### config.mk
export PLATFORM = sky130hd
export DESIGN_NAME = spi_clk_cs_timer
export DESIGN_NICKNAME = d
export VERILOG_FILES = /design/src/rtl/spi_tmr_pkg.sv /design/src/rtl/spi_tmr_seq.sv /design/src/rtl/spi_tmr_dly.sv /design/src/rtl/spi_clk_cs_timer.sv
export SDC_FILE = /design/constraint.sdc
export NUM_CORES = 1
export LEC_CHECK = 0
export ABC_CLOCK_PERIOD_IN_PS = 5250
export BUFFER_PORTS_ARGS = -buffer_cell sky130_fd_sc_hd__clkbuf_2
export CORE_MARGIN = 4
export CORE_UTILIZATION = 57
export CTS_CLUSTER_SIZE = 14
export DETAILED_ROUTE_END_ITERATION = 12
export PLACE_DENSITY_LB_ADDON = 0.08
export SYNTH_ARGS = -nofsm -noshare
export SYNTH_HDL_FRONTEND = slang
export SYNTH_HIERARCHICAL = 1
export SYNTH_SLANG_ARGS = --single-unit
### constraint.sdc
create_clock -name clk -period 5.25 [get_ports clk]
set_clock_uncertainty 0.15 [all_clocks]
set_input_delay 0.2625 -clock clk [delete_from_list [all_inputs] [get_ports clk]]
set_output_delay 0.2625 -clock clk [all_outputs]
set_load 0.01 [all_outputs]
### src/rtl/spi_tmr_pkg.sv
package spi_tmr_pkg;

    typedef enum logic [2:0] {
        PH_IDLE,
        PH_SETUP,
        PH_FIRST,
        PH_SECOND,
        PH_HOLD,
        PH_GAP
    } phase_e;

endpackage

### src/rtl/spi_tmr_seq.sv
module spi_tmr_seq
    import spi_tmr_pkg::*;
#(
    parameter int CNT_W  = 16,
    parameter int GAP_W  = 8,
    parameter int BITS_W = 8
) (
    input  logic              clk,
    input  logic              rst_n,
    input  logic              start,
    input  logic [BITS_W-1:0] nbits_m1,
    input  logic [CNT_W-1:0]  high_m1,
    input  logic [CNT_W-1:0]  low_m1,
    input  logic [CNT_W-1:0]  setup_m1,
    input  logic [CNT_W-1:0]  hold_m1,
    input  logic [GAP_W-1:0]  gap_m1,
    input  logic              cpol,
    input  logic              cpha,
    input  logic              smp_trail,
    output logic              sck_rel,
    output logic              cs_on,
    output logic              shift_ev,
    output logic              samp_ev,
    output logic              done
);

    typedef struct packed {
        phase_e             ph;
        logic [CNT_W-1:0]   cnt;
        logic [BITS_W-1:0]  bits;
        logic               rel;
        logic               cs_on;
        logic               shift;
        logic               samp;
        logic               done;
    } seq_t;

    seq_t st_d, st_q;
    logic lead_ev, trail_ev;

    // half length for an absolute SCK level; zero fields are raised to one
    function automatic logic [CNT_W-1:0] half_len(input logic lvl,
                                                  input logic [CNT_W-1:0] hi,
                                                  input logic [CNT_W-1:0] lo);
        logic [CNT_W-1:0] v;
        v = lvl ? hi : lo;
        return (v == '0) ? CNT_W'(1) : v;
    endfunction

    always_comb begin
        st_d       = st_q;
        st_d.shift = 1'b0;
        st_d.samp  = 1'b0;
        st_d.done  = 1'b0;
        lead_ev    = 1'b0;
        trail_ev   = 1'b0;
        case (st_q.ph)
            PH_IDLE: begin
                st_d.rel = 1'b0;
                if (start) begin
                    st_d.ph    = PH_SETUP;
                    st_d.cnt   = setup_m1;
                    st_d.cs_on = 1'b1;
                end
            end
            PH_SETUP: begin
                if (st_q.cnt == '0) begin
                    st_d.ph   = PH_FIRST;
                    st_d.bits = nbits_m1;
                    st_d.rel  = cpha;
                    st_d.cnt  = half_len(cpol ^ cpha, high_m1, low_m1);
                    lead_ev   = cpha;
                end else begin
                    st_d.cnt = st_q.cnt - CNT_W'(1);
                end
            end
            PH_FIRST: begin
                if (st_q.cnt == '0) begin
                    st_d.ph  = PH_SECOND;
                    st_d.rel = ~cpha;
                    st_d.cnt = half_len(~(cpol ^ cpha), high_m1, low_m1);
                    lead_ev  = ~cpha;
                    trail_ev = cpha;
                end else begin
                    st_d.cnt = st_q.cnt - CNT_W'(1);
                end
            end
            PH_SECOND: begin
                if (st_q.cnt == '0) begin
                    trail_ev = ~cpha;
                    if (st_q.bits == '0) begin
                        st_d.ph  = PH_HOLD;
                        st_d.rel = 1'b0;
                        st_d.cnt = hold_m1;
                    end else begin
                        st_d.ph   = PH_FIRST;
                        st_d.bits = st_q.bits - BITS_W'(1);
                        st_d.rel  = cpha;
                        st_d.cnt  = half_len(cpol ^ cpha, high_m1, low_m1);
                        lead_ev   = cpha;
                    end
                end else begin
                    st_d.cnt = st_q.cnt - CNT_W'(1);
                end
            end
            PH_HOLD: begin
                if (st_q.cnt == '0) begin
                    st_d.ph    = PH_GAP;
                    st_d.cnt   = CNT_W'(gap_m1);
                    st_d.cs_on = 1'b0;
                    st_d.done  = 1'b1;
                end else begin
                    st_d.cnt = st_q.cnt - CNT_W'(1);
                end
            end
            PH_GAP: begin
                if (st_q.cnt == '0) st_d.ph = PH_IDLE;
                else                st_d.cnt = st_q.cnt - CNT_W'(1);
            end
            default: st_d.ph = PH_IDLE;
        endcase
        st_d.samp  = smp_trail ? trail_ev : lead_ev;
        st_d.shift = smp_trail ? lead_ev  : trail_ev;
    end

    always_ff @(posedge clk or negedge rst_n) begin
        if (!rst_n) begin
            st_q <= '{ph: PH_IDLE, cnt: '0, bits: '0, rel: 1'b0,
                      cs_on: 1'b0, shift: 1'b0, samp: 1'b0, done: 1'b0};
        end else begin
            st_q <= st_d;
        end
    end

    assign sck_rel  = st_q.rel;
    assign cs_on    = st_q.cs_on;
    assign shift_ev = st_q.shift;
    assign samp_ev  = st_q.samp;
    assign done     = st_q.done;

    AST_REST_WHEN_CS_OFF: assert property (@(posedge clk) disable iff (!rst_n)
        !st_q.cs_on |-> !st_q.rel);
    AST_HALF_MIN_TWO: assert property (@(posedge clk) disable iff (!rst_n)
        (st_q.rel != $past(st_q.rel)) |=> $stable(st_q.rel));
    AST_DONE_SINGLE: assert property (@(posedge clk) disable iff (!rst_n)
        st_q.done |=> !st_q.done);
    AST_DONE_AFTER_HOLD: assert property (@(posedge clk) disable iff (!rst_n)
        st_q.done |-> ($past(st_q.ph) == PH_HOLD) && !st_q.cs_on);
    AST_STB_EXCLUSIVE: assert property (@(posedge clk) disable iff (!rst_n)
        !(st_q.shift && st_q.samp));
    AST_START_IGNORED_BUSY: assert property (@(posedge clk) disable iff (!rst_n)
        (st_q.ph == PH_GAP && start) |=> !st_q.cs_on);

endmodule

### src/rtl/spi_tmr_dly.sv
module spi_tmr_dly #(
    parameter int DLY_W = 3
) (
    input  logic             clk,
    input  logic             rst_n,
    input  logic             ev_in,
    input  logic [DLY_W-1:0] tick,
    output logic             stb
);

    localparam int DEPTH = (1 << DLY_W) - 1;

    logic [DEPTH-1:0] pipe_d, pipe_q;

    generate
        if (DEPTH > 1) begin : g_long
            always_comb pipe_d = {pipe_q[DEPTH-2:0], ev_in};
        end else begin : g_short
            always_comb pipe_d = ev_in;
        end
    endgenerate

    always_ff @(posedge clk or negedge rst_n) begin
        if (!rst_n) pipe_q <= '0;
        else        pipe_q <= pipe_d;
    end

    always_comb begin
        if (tick == '0) stb = ev_in;
        else            stb = pipe_q[tick - DLY_W'(1)];
    end

    AST_DLY_ONE_TICK: assert property (@(posedge clk) disable iff (!rst_n)
        (tick == DLY_W'(1) && $stable(tick) && ev_in) |=> stb);
    AST_DLY_ZERO_PASS: assert property (@(posedge clk) disable iff (!rst_n)
        (tick == '0) |-> (stb == ev_in));

endmodule

### src/rtl/spi_clk_cs_timer.sv
module spi_clk_cs_timer #(
    parameter int CNT_W  = 16,
    parameter int GAP_W  = 8,
    parameter int BITS_W = 8,
    parameter int DLY_W  = 3
) (
    input  logic              clk,
    input  logic              rst_n,
    input  logic              start,
    input  logic [BITS_W-1:0] nbits_m1,
    input  logic [CNT_W-1:0]  high_m1,
    input  logic [CNT_W-1:0]  low_m1,
    input  logic [CNT_W-1:0]  setup_m1,
    input  logic [CNT_W-1:0]  hold_m1,
    input  logic [GAP_W-1:0]  gap_m1,
    input  logic              cpol,
    input  logic              cpha,
    input  logic              cs_act_high,
    input  logic              smp_trail,
    input  logic [DLY_W-1:0]  tick_dly,
    output logic              sck,
    output logic              cs,
    output logic              shift_stb,
    output logic              sample_stb,
    output logic              done
);

    logic sck_rel, cs_on, samp_ev;

    spi_tmr_seq #(
        .CNT_W (CNT_W),
        .GAP_W (GAP_W),
        .BITS_W(BITS_W)
    ) i_seq (
        .clk      (clk),
        .rst_n    (rst_n),
        .start    (start),
        .nbits_m1 (nbits_m1),
        .high_m1  (high_m1),
        .low_m1   (low_m1),
        .setup_m1 (setup_m1),
        .hold_m1  (hold_m1),
        .gap_m1   (gap_m1),
        .cpol     (cpol),
        .cpha     (cpha),
        .smp_trail(smp_trail),
        .sck_rel  (sck_rel),
        .cs_on    (cs_on),
        .shift_ev (shift_stb),
        .samp_ev  (samp_ev),
        .done     (done)
    );

    spi_tmr_dly #(
        .DLY_W(DLY_W)
    ) i_dly (
        .clk  (clk),
        .rst_n(rst_n),
        .ev_in(samp_ev),
        .tick (tick_dly),
        .stb  (sample_stb)
    );

    assign sck = sck_rel ^ cpol;
    assign cs  = cs_on ? cs_act_high : ~cs_act_high;

    AST_CS_LEVEL: assert property (@(posedge clk) disable iff (!rst_n)
        done |-> (cs == ~cs_act_high));

endmodule

Yosys cells after proc, flatten, opt, wreduce, memory -nomap -nowiden
Index checks and enable logic that the tools add are counted.
{ "totals": {"out_inout_bits": 5, "wordCells": 86, "inputBits": 90, "register_bits": 39} }
{ "op_classes": {"add_sub_neg": 3, "bitwise": 4, "reduce_logical": 15, "order_cmp": 1, "n_eq_ne": 13, "muxes": 41} }
{ "op_table": {"columns": ["cell", "n"], "rows": [
  ["$mux 16", 9],
  ["$pmux 16 s6", 1],
  ["$logic_not 16->1", 3],
  ["$mux 19", 2],
  ["$mux 9", 2],
  ["$pmux 3 s6", 1],
  ["$pmux 8 s2", 1],
  ["$sub 16x1->16 const B", 1],
  ["$mux 3", 5],
  ["$mux 1", 14],
  ["$ne 2x1->1 const B", 5],
  ["$logic_not 8->1", 1],
  ["$mux 8", 1],
  ["$reduce_and 4->1", 2],
  ["$sub 8x1->8 const B", 1],
  ["$eq 3x2->1 const B", 2],
  ["$eq 3x3->1 const B", 2],
  ["$logic_not 3->1", 2],
  ["$ne 2x2->1 const B", 3],
  ["$reduce_and 3->1", 2],
  ["$reduce_and 6->1", 1],
  ["$reduce_bool 6->1", 1],
  ["$lt 3x4->1 const B", 1],
  ["$pmux 1 s2", 2],
  ["9 further kinds", 12]
]} }

Logic depth before layout (Yosys ltp)
{ "depth": {"ltp_word": 7, "mapped_depth": 10, "ltp_nobuf": 8} }

Hierarchy
Netlist, hierarchy kept.
{ "modules_own_cells": {"columns": ["mod", "area_per_inst_um2", "cells_per_inst", "instances", "seq_area_each_um2"], "rows": [
  ["spi_tmr_seq", 3002.9, 404, 1, 800.8],
  ["spi_tmr_dly", 295.3, 21, 1, 175.2],
  ["spi_clk_cs_timer", 17.5, 2, 1, 0.0]
]} }

Worst setup path after synthesis
Ideal clock, no wire load.
{ "synth_path": {"path_type": "register -> register", "start": "register i_seq/st_q[5] (netlist bit)", "end": "register i_seq/st_q[20] (netlist bit)", "slack_ns": 2.770, "arrival_time_ns": 2.200, "n_path_buf": 1, "period_less_slack_ns": 2.480, "path_stages_with_launch": 10, "setup_time_ns": 0.130, "t_required_ns": 4.970, "cell_sequence": "dfrtp_1 inv_1 ha_1 or4b_1 buf_2 or3_1 o211ai_2 o211ai_2 a2111oi_2 a21oi_1"} }
{ "synth_via": {"elab_chain_cells": 4} }
{ "synth_lines": {"columns": ["item", "line", "text"], "rows": [
  ["start: declaration", "spi_tmr_seq.sv:38", "seq_t st_d, st_q;"],
  ["start signal: assignment", "spi_tmr_seq.sv:128", "st_q <= '{ph: PH_IDLE, cnt: '0, bits: '0, rel: 1'b0,"],
  ["start signal: assignment", "spi_tmr_seq.sv:131", "st_q <= st_d;"],
  ["$logic_not 8->1", "spi_tmr_seq.sv:91", "if (st_q.bits == '0) begin"],
  ["$mux 19", "spi_tmr_seq.sv:91", null],
  ["$mux 16", "spi_tmr_seq.sv:89", "if (st_q.cnt == '0) begin"],
  ["$pmux 16 s6", "spi_tmr_seq.sv:57", "case (st_q.ph)"]
]} }
No other way between the ends.
A chain may end at the register's enable or synchronous reset.

Worst setup path in the final report
{ "layout_path": {"start": "register i_seq/st_q[31] (netlist bit)", "end": "register i_seq/st_q[26] (netlist bit)"} }
{ "layout_via": {"elab_chain_cells": 3, "elab_cells_between_ends": 11, "classes_between": "eq/ne (7); mux (1); reduce/logical (3)"} }
{ "layout_lines": {"columns": ["item", "line"], "rows": [
  ["$eq 3x1->1, or another cell as far along", "spi_tmr_seq.sv:57"],
  ["$reduce_bool 6->1 (no source line) / $ne 2x2->1 (equally long branches)", null],
  ["$reduce_and 3->1 (no source line)", null]
]} }
Several ways; a longest one is shown, not always the timed one.

==> results.md <==
- The type of destination of the critical path is a flip-flop.
- The share of synthesized registers carrying an async set or reset is 100%.
- The die covers 0.00710 sq mm.
- Detailed placement finished with a half-perimeter wire length of 8400 um.
- The flop and latch count out of synthesis is 39.
- At the pin with the least slew margin, the transition time is 1190 ps.
- The sum of negative setup slack is 0 ps.
- The count of cell types in the netlist is 70.
- Post-CTS repair changed the size of 0 cells.
- The wire length of the first global-routing pass is 18200 um.
- The number of global-route vias before repair is 3637.
- The reg-to-reg endpoint is i_seq/st_q[26].
- The total iterations of the first detailed-routing run is 5.
- The clock-pin slew on the worst setup and hold paths is 80 ps.
- The final period utilization is 66.9%.
- The post-route cell area is 0.00385 sq mm.
- The launching point of the worst reg2reg path is i_seq/st_q[31].
- In this run switching power makes up 40.0% of total power.
- In this design, the stage delay of the slowest critical-path cell is 930 ps.
- The library cell with the highest instance count after synthesis is sky130_fd_sc_hd__a21oi_1.
- The clock latency of the later-clocked register in the worst-skew pair is 300 ps.
- The number of cell instances on the worst register-to-register path is 6.
- The internal portion of the total power is 610 uW.
- Setup violations remaining at the end of the flow were counted as 0.
- The total number of yosys warnings is 6.
- In the final design database the tool counted 596 nets.
- The worst setup path is launched from a flip-flop.
- In the synthesized netlist the dominant register cell turns out to be sky130_fd_sc_hd__dfrtp_1.
- The number of DRC violations after detailed routing is 0.
- The top cell type by area accounts for 29.4% of the synthesized area.
- The worst hold margin is -20.7 ps.
- The antenna violation net count after detailed routing is 0.
- The finished layout holds 574 standard cells, fillers aside.
- The signal on the critical path passes through nor3b_1 -> nand2_1 -> a21oi_1 -> a221o_1 -> o311ai_1 -> o21ai_1.
- After clock tree synthesis, the flow added hold-fix buffers numbering 0.
- The run finished, with violations left.
- The highest ir drop seen on vdd is 0.174 mV.
- After the first detailed-routing iteration, the DRC count stood at 409.
- The TritonCTS clock tree is yes.
- The max capacitance violation total is 0.
- In the final routed layout, each cell accounts on average for 19.8 um.
- The number of inserted filler cells in the final layout is 517.
- The total number of placement rows is 27.
- For the worst setup path, the data required time is 5320 ps.
- In this run, the combinational gates consume 34.5% of the power.
- The die is 84.3 um tall.
- The tree built by TritonCTS fans out to 39 sinks.
- The buffer levels on the longest clock path is 2.
- The placer's final routability congestion estimate is 0.970.
- The commonest cells after synthesis are sky130_fd_sc_hd__a21oi_1 (42), sky130_fd_sc_hd__nand2_1 (41), sky130_fd_sc_hd__dfrtp_1 (39), sky130_fd_sc_hd__o21ai_0 (37), sky130_fd_sc_hd__nor2_1 (33).
- Counting I/O delays and the setup requirement, the final critical path takes 3510 ps.
- The final-report max-slew violation count is 0.
- The cell type with the highest aggregate area in the netlist is sky130_fd_sc_hd__dfrtp_1.
- Summing all placed instances gives a cell area of 0.00377 sq mm.
- The antenna cell count is 0.
- Synthesis handed over a netlist of 427 instances.
- The area inside the core boundary is 0.00557 sq mm.
- The part of the power in registers is 45.7%.
- The switching power is 406 uW.
- Once the floorplan was initialized, standard cells occupied 59.5% of the core.
- For this run, the top clock speed supported by timing is 0.285 GHz.
- The family of cells with the greatest summed delay on the critical path is compound AO/OA/AOI/OAI gates.
- The maximum level of the CTS H-tree is 2.
- Relative to the synthesized area, the layout overhead comes to 16.1%.
- The total grt overflow is 0.
- The number of buffers and inverters on the critical path is 0.
- During placement, the flow inserted port buffers numbering 94.
- Averaged over all synthesized cells, the footprint is 7.77 sq um.
- The post-CTS setup buffer count is 0.
- The library cell used as clock root buffer is sky130_fd_sc_hd__clkbuf_8.
- The sequential element share of the synthesized area is 29.4%.
- The final reports fail on negative hold slack.
- The number of hold violations in the final report came to 39.
- The synthesized net count is 521.
- For this run, the total global-route usage over all layers was measured as 31.6%.
- Data on the critical path arrives at its endpoint at 3580 ps.
- The power density over cell area is 264 mW/mm^2.
- Entering global routing, the biggest net connects 40 pins.
- The core occupancy in the finished layout is 69.0%.
- The detailed-route vias per instance is 6.76.
- By startpoint and endpoint, the worst setup path is classified as flip-flop to flip-flop.
- Measured along the x axis, the die boundary spans 84.3 um.
- Yosys mapped a number of flops with a built-in enable equal to 0.
- The combined area of all synthesized cells is 0.00332 sq mm.
- Cells with a size suffix above 1 make up 24.5% of the layout.
- The launch point of the worst path is i_seq/st_q[31].
- Setup repair after global routing left no endpoint under its margin.
- The number of buffers created by CTS is 5.
- By area the synthesized netlist is led by sky130_fd_sc_hd__dfrtp_1 (29%), sky130_fd_sc_hd__a21oi_1 (6.3%), sky130_fd_sc_hd__o21ai_0 (5.6%).
- In this run, the clock network consumes 19.8% of the power.
- In this run the worst hold path is classified as primary input to asynchronous set/reset pin.
- The slowest stage of the critical path belongs to the cell sky130_fd_sc_hd__nor3b_1.
- The worst reg-to-reg setup slack is 1740 ps.
- The number of antenna violations at the first check in global routing is 0.
- In this run the count of I/O pins placed on the die edge is 95.
- Headroom to the max-slew limit came out at 20.5%.
- Summed over all cells, the static leakage comes to 0.00166 uW.
- The wire length reported by the detailed router is 11300 um.
- The maximum fanout encountered on the critical timing path is 35.
- Summing over every cut layer, the via total after detailed routing is 3883.
- Once placement completed, the tool counted placed cells totaling 567.
-- flip-flops by register name, summed over array words and instances (netlist names) --
signal / flops
i_seq/samp_ev: 1
i_seq/done: 1
i_dly/pipe_q: 7
i_seq/st_q: 27
i_seq/shift_ev: 1
i_seq/sck_rel: 1
i_seq/cs_on: 1
-- power groups by stage --
stage	registers [uW]	logic, uW	clock network (uW)
6_report	464	350	202
5_1_grt	475	387	219
4_1_cts	460	342	207
3_5_place_dp	466	340	0
3_3_place_gp	462	330	0
2_1_floorplan	426	265	0
-- per-layer routing --
layer | vias to the layer above | track usage [%] | share of wire (%)
met5 | - | 0 | 0
met4 | 0 | 14.5 | 3.2
li1 | 1792 | - | -
met1 | 1812 | 42.4 | 40
met2 | 241 | 49.3 | 46
met3 | 38 | 6.18 | 11
-- per-stage QoR --
| stage | total power, uW | setup slack, ps |
|---|---|---|
| global placement | 792 | 1970 |
| detailed placement | 805 | 1950 |
| floorplan | 691 | 2770 |
| global route | 1080 | 1490 |
| CTS | 1010 | 1910 |
| finish | 1020 | 1740 |
-- worst register-to-register path, delay by kind of cell (launching register included) --
family | cells | cell delay (ps)
compound gates | 4 | 1530
flops | 1 | 720
simple gates | 2 | 1040
-- layout by cell type (no fill, tap or decap), drive strengths merged, types with 3 or more instances in the layout --
| cell type | count |
|---|---|
| a22oi | 11 |
| nand4 | 5 |
| nor4 | 11 |
| nor3 | 20 |
| or3 | 11 |
| or2 | 5 |
| a21oi | 43 |
| o22ai | 8 |
| xnor2 | 5 |
| nand3 | 11 |
| nand2 | 41 |
| mux2 | 3 |
| nor2b | 3 |
| nor2 | 34 |
| a31oi | 13 |
| dfrtp | 39 |
| o21ai | 39 |
| o31ai | 4 |
| a221oi | 6 |
| nand2b | 5 |
| a22o | 3 |
| a211oi | 3 |
| o211ai | 7 |
| clkbuf | 99 |
| ha | 4 |
| xor2 | 8 |
| a222oi | 3 |
| inv | 11 |
-- kinds of logic (layout without fill, tap and decap cells) --
family	after synthesis	count (layout)	synth area share (%)
flops	39	39	29.4
compound gates	165	165	32.6
buf+inv	39	114	5.02
simple gates	161	161	25.6
fa+ha+maj	4	4	1.51
xor+xnor	13	13	3.43
mux	6	6	2.42
-- cell type report --
| type | count | area, sq um | share of cell area [%] |
|---|---|---|---|
| clock buffer | 5 | 68.8 | 1.79 |
| clock inverter | 2 | 13.8 | 0.358 |
| inverter | 11 | 41.3 | 1.07 |
| multi-input combinational | 349 | 2170 | 56.5 |
| sequential | 39 | 976 | 25.4 |
| tap | 72 | 90.1 | 2.34 |
| timing repair buffer | 96 | 485 | 12.6 |
-- worst max-delay path by stage --
stage / endpoint / slack [ps] / cells after the start
3_5_place_dp: i_seq/st_q[26] / 1950 / 6
4_1_cts: i_seq/st_q[26] / 1910 / 6
6_report: i_seq/st_q[26] / 1740 / 6
5_1_grt: i_seq/st_q[27] / 1490 / 6
2_1_floorplan: i_seq/st_q[20] / 2770 / 9
3_3_place_gp: i_seq/st_q[26] / 1970 / 6
Note: power is estimated with default switching activity, not from simulation.
